--- config.mk ---
export PLATFORM = sky130hd
export DESIGN_NAME = pulse_capture_unit
export DESIGN_NICKNAME = d
export VERILOG_FILES = /design/src/rtl/pcap_pkg.sv /design/src/rtl/pcap_prescaler.sv /design/src/rtl/pcap_timebase.sv /design/src/rtl/pcap_edge_sync.sv /design/src/rtl/pcap_xfer_seq.sv /design/src/rtl/pulse_capture_unit.sv
export SDC_FILE = /design/constraint.sdc
export NUM_CORES = 1
export LEC_CHECK = 0
export BUFFER_PORTS_ARGS = -buffer_cell sky130_fd_sc_hd__buf_2
export CAP_MARGIN = 10
export CORE_ASPECT_RATIO = 2
export CORE_MARGIN = 5
export CORE_UTILIZATION = 56
export CTS_CLUSTER_DIAMETER = 50
export DETAILED_ROUTE_END_ITERATION = 8
export PLACE_DENSITY = 0.79
export SLEW_MARGIN = 20
export SYNTH_ARGS = -nofsm -noshare
export SYNTH_HDL_FRONTEND = slang
export SYNTH_SLANG_ARGS = --single-unit
--- constraint.sdc ---
create_clock -name clk -period 2.8 [get_ports clk]
set_input_delay 0.56 -clock clk [delete_from_list [all_inputs] [get_ports clk]]
set_output_delay 0.56 -clock clk [all_outputs]
set_load 0.02 [all_outputs]
--- src/rtl/pcap_pkg.sv ---
package pcap_pkg;

  typedef enum logic [1:0] {
    XFER_NONE = 2'b00,
    XFER_RISE = 2'b01,
    XFER_FALL = 2'b10,
    XFER_BOTH = 2'b11
  } xfer_mode_t;

  // next value of a sticky flag: a fresh event wins over a clear strobe
  function automatic logic flag_next(input logic cur, input logic set, input logic clr);
    return set | (cur & ~clr);
  endfunction

endpackage

--- src/rtl/pcap_prescaler.sv ---
module pcap_prescaler #(
  parameter int PSC_W = 12
) (
  input  logic             clk,
  input  logic             rst_n,
  input  logic             run,
  input  logic [PSC_W-1:0] div_sel,
  output logic             tick
);

  logic [PSC_W-1:0] phase;

  // a limit lowered below the current phase still ends the period at once
  function automatic logic period_end(input logic [PSC_W-1:0] ph, input logic [PSC_W-1:0] lim);
    return ph >= lim;
  endfunction

  logic at_end;
  assign at_end = period_end(phase, div_sel);
  assign tick   = run & at_end;

  always_ff @(posedge clk) begin
    if (!rst_n) begin
      phase <= '0;
    end else if (!run || at_end) begin
      phase <= '0;
    end else begin
      phase <= phase + 1'b1;
    end
  end

endmodule

--- src/rtl/pcap_timebase.sv ---
module pcap_timebase #(
  parameter int CNT_W = 16
) (
  input  logic             clk,
  input  logic             rst_n,
  input  logic             run,
  input  logic             tick,
  output logic [CNT_W-1:0] count
);

  localparam logic [CNT_W-1:0] TOP = '1;

  function automatic logic [CNT_W-1:0] step_down(input logic [CNT_W-1:0] v);
    return v - 1'b1;
  endfunction

  always_ff @(posedge clk) begin
    if (!rst_n || !run) begin
      count <= TOP;
    end else if (tick) begin
      count <= step_down(count);
    end
  end

endmodule

--- src/rtl/pcap_edge_sync.sv ---
module pcap_edge_sync #(
  parameter int SYNC_STAGES = 2
) (
  input  logic clk,
  input  logic rst_n,
  input  logic din,
  input  logic arm,
  output logic rise_evt,
  output logic fall_evt
);

  logic [SYNC_STAGES-1:0] chain;
  logic                   prev;

  always_ff @(posedge clk) begin
    if (!rst_n) begin
      chain <= '0;
      prev  <= 1'b0;
    end else begin
      chain <= {chain[SYNC_STAGES-2:0], din};
      prev  <= chain[SYNC_STAGES-1];
    end
  end

  assign rise_evt = arm &  chain[SYNC_STAGES-1] & ~prev;
  assign fall_evt = arm & ~chain[SYNC_STAGES-1] &  prev;

endmodule

--- src/rtl/pcap_xfer_seq.sv ---
module pcap_xfer_seq
  import pcap_pkg::*;
#(
  parameter int CNT_W = 16
) (
  input  logic             clk,
  input  logic             rst_n,
  input  xfer_mode_t       mode,
  input  logic             fall_first,
  input  logic             rise_evt,
  input  logic             fall_evt,
  input  logic [CNT_W-1:0] count,
  output logic             req,
  output logic [CNT_W-1:0] data
);

  logic             armed;
  logic             pend;
  logic [CNT_W-1:0] held;
  logic [CNT_W-1:0] pend_val;

  logic lead_evt, trail_evt, single_hit, pair_hit;

  assign lead_evt   = fall_first ? fall_evt : rise_evt;
  assign trail_evt  = fall_first ? rise_evt : fall_evt;
  assign single_hit = ((mode == XFER_RISE) && rise_evt) || ((mode == XFER_FALL) && fall_evt);
  assign pair_hit   = (mode == XFER_BOTH) && trail_evt && armed;

  always_ff @(posedge clk) begin
    if (!rst_n) begin
      req      <= 1'b0;
      data     <= '0;
      armed    <= 1'b0;
      pend     <= 1'b0;
      held     <= '0;
      pend_val <= '0;
    end else begin
      req <= 1'b0;
      if (pend) begin
        req  <= 1'b1;
        data <= pend_val;
        pend <= 1'b0;
      end else if (single_hit) begin
        req  <= 1'b1;
        data <= count;
      end else if (pair_hit) begin
        req      <= 1'b1;
        data     <= held;
        pend     <= 1'b1;
        pend_val <= count;
      end

      if (mode != XFER_BOTH) begin
        armed <= 1'b0;
      end else if (lead_evt) begin
        armed <= 1'b1;
        held  <= count;
      end else if (pair_hit && !pend) begin
        armed <= 1'b0;
      end
    end
  end

endmodule

--- src/rtl/pulse_capture_unit.sv ---
module pulse_capture_unit
  import pcap_pkg::*;
#(
  parameter int CNT_W = 16,
  parameter int PSC_W = 12
) (
  input  logic             clk,
  input  logic             rst_n,
  input  logic             cap_in,
  input  logic             in_en,
  input  logic             cap_en,
  input  logic [PSC_W-1:0] div_sel,
  input  logic             rise_ie,
  input  logic             fall_ie,
  input  logic             rise_clr,
  input  logic             fall_clr,
  input  logic [1:0]       xfer_mode,
  input  logic             fall_first,
  output logic [CNT_W-1:0] timer_val,
  output logic [CNT_W-1:0] rise_val,
  output logic [CNT_W-1:0] fall_val,
  output logic [1:0]       flags,
  output logic             irq,
  output logic             xfer_req,
  output logic [CNT_W-1:0] xfer_data
);

  // named internal events, also observed by the bound checker
  logic run;
  logic tick;
  logic rise_evt;
  logic fall_evt;

  assign run = in_en & cap_en;

  pcap_prescaler #(.PSC_W(PSC_W)) u_psc (
    .clk     (clk),
    .rst_n   (rst_n),
    .run     (run),
    .div_sel (div_sel),
    .tick    (tick)
  );

  pcap_timebase #(.CNT_W(CNT_W)) u_tb (
    .clk   (clk),
    .rst_n (rst_n),
    .run   (run),
    .tick  (tick),
    .count (timer_val)
  );

  pcap_edge_sync #(.SYNC_STAGES(2)) u_sync (
    .clk      (clk),
    .rst_n    (rst_n),
    .din      (cap_in),
    .arm      (run),
    .rise_evt (rise_evt),
    .fall_evt (fall_evt)
  );

  always_ff @(posedge clk) begin
    if (!rst_n) begin
      rise_val <= '0;
      fall_val <= '0;
      flags    <= 2'b00;
    end else begin
      if (rise_evt) rise_val <= timer_val;
      if (fall_evt) fall_val <= timer_val;
      flags[0] <= flag_next(flags[0], rise_evt, rise_clr);
      flags[1] <= flag_next(flags[1], fall_evt, fall_clr);
    end
  end

  assign irq = (flags[0] & rise_ie) | (flags[1] & fall_ie);

  pcap_xfer_seq #(.CNT_W(CNT_W)) u_xfer (
    .clk        (clk),
    .rst_n      (rst_n),
    .mode       (xfer_mode_t'(xfer_mode)),
    .fall_first (fall_first),
    .rise_evt   (rise_evt),
    .fall_evt   (fall_evt),
    .count      (timer_val),
    .req        (xfer_req),
    .data       (xfer_data)
  );

endmodule

* Word-level counts from Yosys, hierarchy flattened *
Index checks and enable logic that the tools add are counted.

cells by class
  add/subtract/negate cells = 2
  magnitude comparators = 1
  equal/unequal tests = 4
  muxes and demuxes = 10
  bitwise gates (word level) = 21
  reduce and logical (&&, ||, !) cells = 18

operators by type and width
  cell                                                  count
  2-to-1 mux 16 bit                                     3
  subtractor 16 x 1 -> 16 bit (second input constant)   1
  adder 12 x 1 -> 12 bit (second input constant)        1
  greater-or-equal comparator 12 bit                    1
  bitwise AND 1 bit                                     10
  NOT 1 bit                                             8
  2-to-1 mux 1 bit                                      7
  logical AND 1 bit                                     5
  equality test 2 bit (second input constant)           2
  OR reduction 2 bit                                    2
  logical NOT 1 bit                                     3
  logical OR 1 bit                                      3
  OR 1 bit                                              3
  AND reduction 3 bit                                   1
  nonzero test 3 bit                                    1
  OR reduction 3 bit                                    1
  equality test 2 x 1 -> 1 bit (second input constant)  1
  != test 2 bit (second input constant)                 1
  AND reduction 2 bit                                   1
  nonzero test 2 bit                                    1

storage, ports and cells
  register bits after elaboration = 116
  input bits = 24
  output and inout port bits = 68

* Logic depth before layout (Yosys ltp) *
  depth in word-level cells = 9
  depth in mapped cells = 9
  gate-level depth less buffers = 7

* By module *
From an unflattened synthesis, not the netlist that was laid out.

second synthesis, totals
  cell total of the unflattened synthesis = 567
  area, all modules = 5320.1 um^2

by module, submodules not included
  module              times used  cells an instance  area an instance (um^2)  seq. area each (um^2)
  pcap_xfer_seq       1           270                2288.4                   1021.0
  pulse_capture_unit  1           111                1317.5                   680.7
  pcap_prescaler      1           99                 860.8                    240.2
  pcap_timebase       1           79                 755.7                    320.3
  pcap_edge_sync      1           8                  97.6                     60.1

* Least setup slack after synthesis *
No wires, ideal clock.

  path type = input to register
  start = input port div_sel[0]
  end = register u_psc.phase[9]
  arrival = 2281 ps
  path slack = 455 ps
  cell stages on the path = 8
  path buffers = 2
  cell sequence = ha_1 nand2b_1 a2111o_1 a32oi_4 buf_6 nand3_2 buf_6 nor2_1

between the ends
  word-level cells in the longest chain between the ends = 3

ends and longest elaborated chain
  item                                line                      text
  start: declaration                  pulse_capture_unit.sv:12  input logic [PSC_W-1:0] div_sel,
  greater-or-equal comparator 12 bit  pcap_prescaler.sv:15      return ph >= lim;
  logical OR 1 bit                    pcap_prescaler.sv:25      end else if (!run || at_end) begin
  OR reduction 2 bit (no line)        n/a
  end signal: assignment              pcap_prescaler.sv:28      phase <= phase + 1'b1;
  end: declaration                    pcap_prescaler.sv:11      logic [PSC_W-1:0] phase;

No other way between the ends.
A chain may end at the register's enable or synchronous reset.

* Worst setup path in the final report *
  start = register u_psc.phase[0]
  end = register u_tb.count[2]

between the ends
  word-level cells in the longest chain between the ends = 2

ends and longest elaborated chain
  item                                line                  text
  greater-or-equal comparator 12 bit  pcap_prescaler.sv:15
  bitwise AND 1 bit                   pcap_prescaler.sv:20  assign tick = run & at_end;
  end signal: assignment              pcap_timebase.sv:21   count <= step_down(count);
  end: declaration                    pcap_timebase.sv:8    output logic [CNT_W-1:0] count

No other way between the ends.

==> results.sh <==
export IMPL_initial_core_util=0.5688
export IMPL_gp_congestion=0.8083
export IMPL_track_usage=0.2449
export IMPL_grt_pass1_vias=4804
export IMPL_setup_viol=0
export IMPL_dieHeight_um=149.9
export IMPL_cts_htree_levels=4
export IMPL_async_flop_share=0
export IMPL_dp_cells=828
export IMPL_min_to="u_sync.chain[0]"
export IMPL_synth_xor_area_frac=0.01598
export IMPL_synth_avg_cell_area_um2=8.671
export IMPL_p_leak_nw=2.462
export IMPL_root_buffer="clkbuf_16"
export IMPL_r2r_end="u_tb.count[2]"
export IMPL_slew_violations=0
export IMPL_outcome="finished, final reports clean"
export IMPL_startpoint_type="flop"
export IMPL_cts_buffers=17
export IMPL_vias=4770
export IMPL_final_antenna_net_count=0
export IMPL_netlist_instances=632
export IMPL_final_hold_viol_count=0
export IMPL_io_buffers=91
export IMPL_synth_area_mux_share=0.05479
export IMPL_r2r_start="u_psc.phase[0]"
export IMPL_synth_top_family_by_area="compound AO/OA/AOI/OAI gates"
export IMPL_crit_type="reg2reg"
export IMPL_layout_drive_gt1_share=0.2143
export IMPL_path_clk_slew_ns=0.05
export IMPL_pwr_density_cell_nw_per_um2=598.1
export IMPL_drc=0
export IMPL_yosys_register_bits=116
export IMPL_antenna_found_initial=0
export IMPL_min_period_ns=2.392
export IMPL_hold_depth=2
export IMPL_tightestPinTransition_ns=0.7514
export IMPL_maxSlewHeadroom=0.4991
export IMPL_rows=51
export IMPL_grt_max_degree=89
export IMPL_die_w_um=79.95
export IMPL_syn_area_um2=5480
export IMPL_area_growth_pct=21.14
export IMPL_fmax_mhz=418.0
export IMPL_viasPerCell=5.547
export IMPL_clock_latency_ns=0.41
export IMPL_die_area_um2=11980
export IMPL_yosys_warnings=0
export IMPL_crit_arrival_ns=2.69
export IMPL_final_setup_tns_ns=0
export IMPL_post_cts_setup_buffers=0
export IMPL_antenna_cells=0
export IMPL_cts_path_max_buffers=2
export IMPL_grt_pass1_wl_um=22790
export IMPL_cp_end_kind="flop"
export IMPL_ys_flop_type="dfxtp_1"
export IMPL_dr_pass1_iters=5
export IMPL_syn_nets=670
export IMPL_skew_ns=0.004833
export IMPL_wl_per_cell_um=16.48
export IMPL_ir_worst_vdd_v=0.0005412
export IMPL_ctsResizeCount=0
export IMPL_worstPathRequired_ns=3.09
export IMPL_cts_sinks=116
export IMPL_synth_adder_area_share=0.03196
export IMPL_synth_edf_count=0
export IMPL_path_max_fanout=10
export IMPL_nets=753
export IMPL_synth_cell_type_count=54
export IMPL_cts_tree="built"
export IMPL_fin_crit_sh=0.8544
export IMPL_hp_start="cap_in"
export IMPL_drtIter0Drc=273
export IMPL_ff2ff_path_depth=7
export IMPL_r2r_setup_slack_ns=0.41
export IMPL_max_cap_violations=0
export IMPL_wl_um=14170
export IMPL_synth_compound_area_frac=0.2078
export IMPL_rsz0062_at_grt="no"
export IMPL_gr_total_overflow=0
export IMPL_synth_simple_area_share=0.1993
export IMPL_core_um2=9635
export IMPL_yosysSeqAreaShare=0.4237
export IMPL_io_pins=92
export IMPL_final_instance_count_excl_fill=860
export IMPL_dp_hpwl_um=9703
export IMPL_hp_class="in2reg"
export IMPL_ctsHoldBuffers=0
## per-stage QoR
stage / setup WS (ns) / hold slack [ns] / cell area (um^2) / total power [mW] / utilization
finish: 0.4076 / 0.3708 / 6639 / 3.971 / 0.6890
global route: 0.2908 / 0.3679 / 6639 / 4.089 / 0.6890
CTS: 0.3889 / 0.3635 / 6639 / 3.996 / 0.6890
detailed placement: 0.1811 / 0.4253 / 6047 / 1.840 / 0.6276
global placement: 0.2422 / 0.4168 / 6047 / 1.834 / 0.6276
floorplan: 0.4547 / 0.4119 / 5480 / 1.795 / -
## sequential cells by signal (all words and copies together), names as in the netlist
register and flops:
u_tb.count 16, flags 2, u_xfer.pend 1, u_xfer.req 1
u_psc.phase 12, u_sync.prev 1, u_xfer.pend_val 16, rise_val 16
u_sync.chain 2, fall_val 16, u_xfer.data 16, u_xfer.held 16
u_xfer.armed 1
## cells by family (layout without fill, tap and decap cells)
| logic type | Yosys count | count (layout) |
|---|---|---|
| AOI/OAI and AO/OA | 150 | 150 |
| and+or+nand+nor | 228 | 228 |
| DFF | 116 | 116 |
| xor gates and xnor gates | 10 | 10 |
| adders and majority gates | 14 | 14 |
| buffers and inverters | 84 | 180 |
| muxes | 30 | 30 |
## worst max-delay path, cell delays in order (launching register included)
cell and delay, ns:
dfxtp_1 0.40, inv_1 0.07, ha_1 0.26, nand2b_1 0.14, a2111o_1 0.47, a32oi_4 0.49, a211oi_1 0.13, or3_1 0.31
## per-layer routing
metal	track usage	wire length [um]	vias to the layer above
li1	-	-	2309
met1	0.2618	5477	2252
met2	0.4120	7163	162
met3	0.05602	761	47
met4	0.1777	770	0
met5	0	0	-
## cells in the mapped netlist (all sizes together) (6+ instances only)
master / count / share of area
ha: 14 / 0.032
inv: 37 / 0.025
nor2: 31 / 0.021
a2111oi: 6 / 0.015
a221o: 16 / 0.029
o21ai: 21 / 0.020
a21boi: 65 / 0.089
buf: 20 / 0.023
and2: 20 / 0.023
a21oi: 21 / 0.019
clkbuf: 27 / 0.018
nor2b: 18 / 0.021
nand3: 8 / 0.0082
xor2: 6 / 0.0096
a211oi: 8 / 0.012
nand2: 124 / 0.085
mux2i: 30 / 0.055
dfxtp: 116 / 0.42
nor3: 6 / 0.0091
## where the power goes
group	total (mW)	switching, mW	internal [mW]
logic	0.135	0.0773	0.0576
clock network	2.16	0.765	1.40
registers	1.67	0.00747	1.66
total	3.97	0.850	3.12
## area by class of cell
type                    instances  area, um^2
flip-flops and latches        116        2322
clock buffers                  20       436.7
well taps                     132       165.2
inverters                      37       138.9
clock inverters                12       155.1
multi-input cells             432        2803
fillers                       770        2997
repair buffers                111       618.1
## cells in the final DEF (no fill, tap or decap), types with 20 or more instances in the layout
cell and n:
dfxtp_1 116, nor2_1 31, inv_1 37, a21boi_0 63, a21oi_1 21, mux2i_1 30
buf_2 91, o21ai_0 20, nand2_1 124, and2_1 20
## how the worst max path moves through the flow
stage                    from  cells after the start              to
2_1_floorplan      div_sel[0]                      8  u_psc.phase[9]
3_3_place_gp       div_sel[0]                      7   u_tb.count[2]
3_5_place_dp       div_sel[0]                      7   u_tb.count[2]
4_1_cts        u_psc.phase[0]                      7   u_tb.count[2]
5_1_grt        u_psc.phase[0]                      7   u_tb.count[2]
6_report       u_psc.phase[0]                      7   u_tb.count[2]
(Power assumes the default switching activity.)
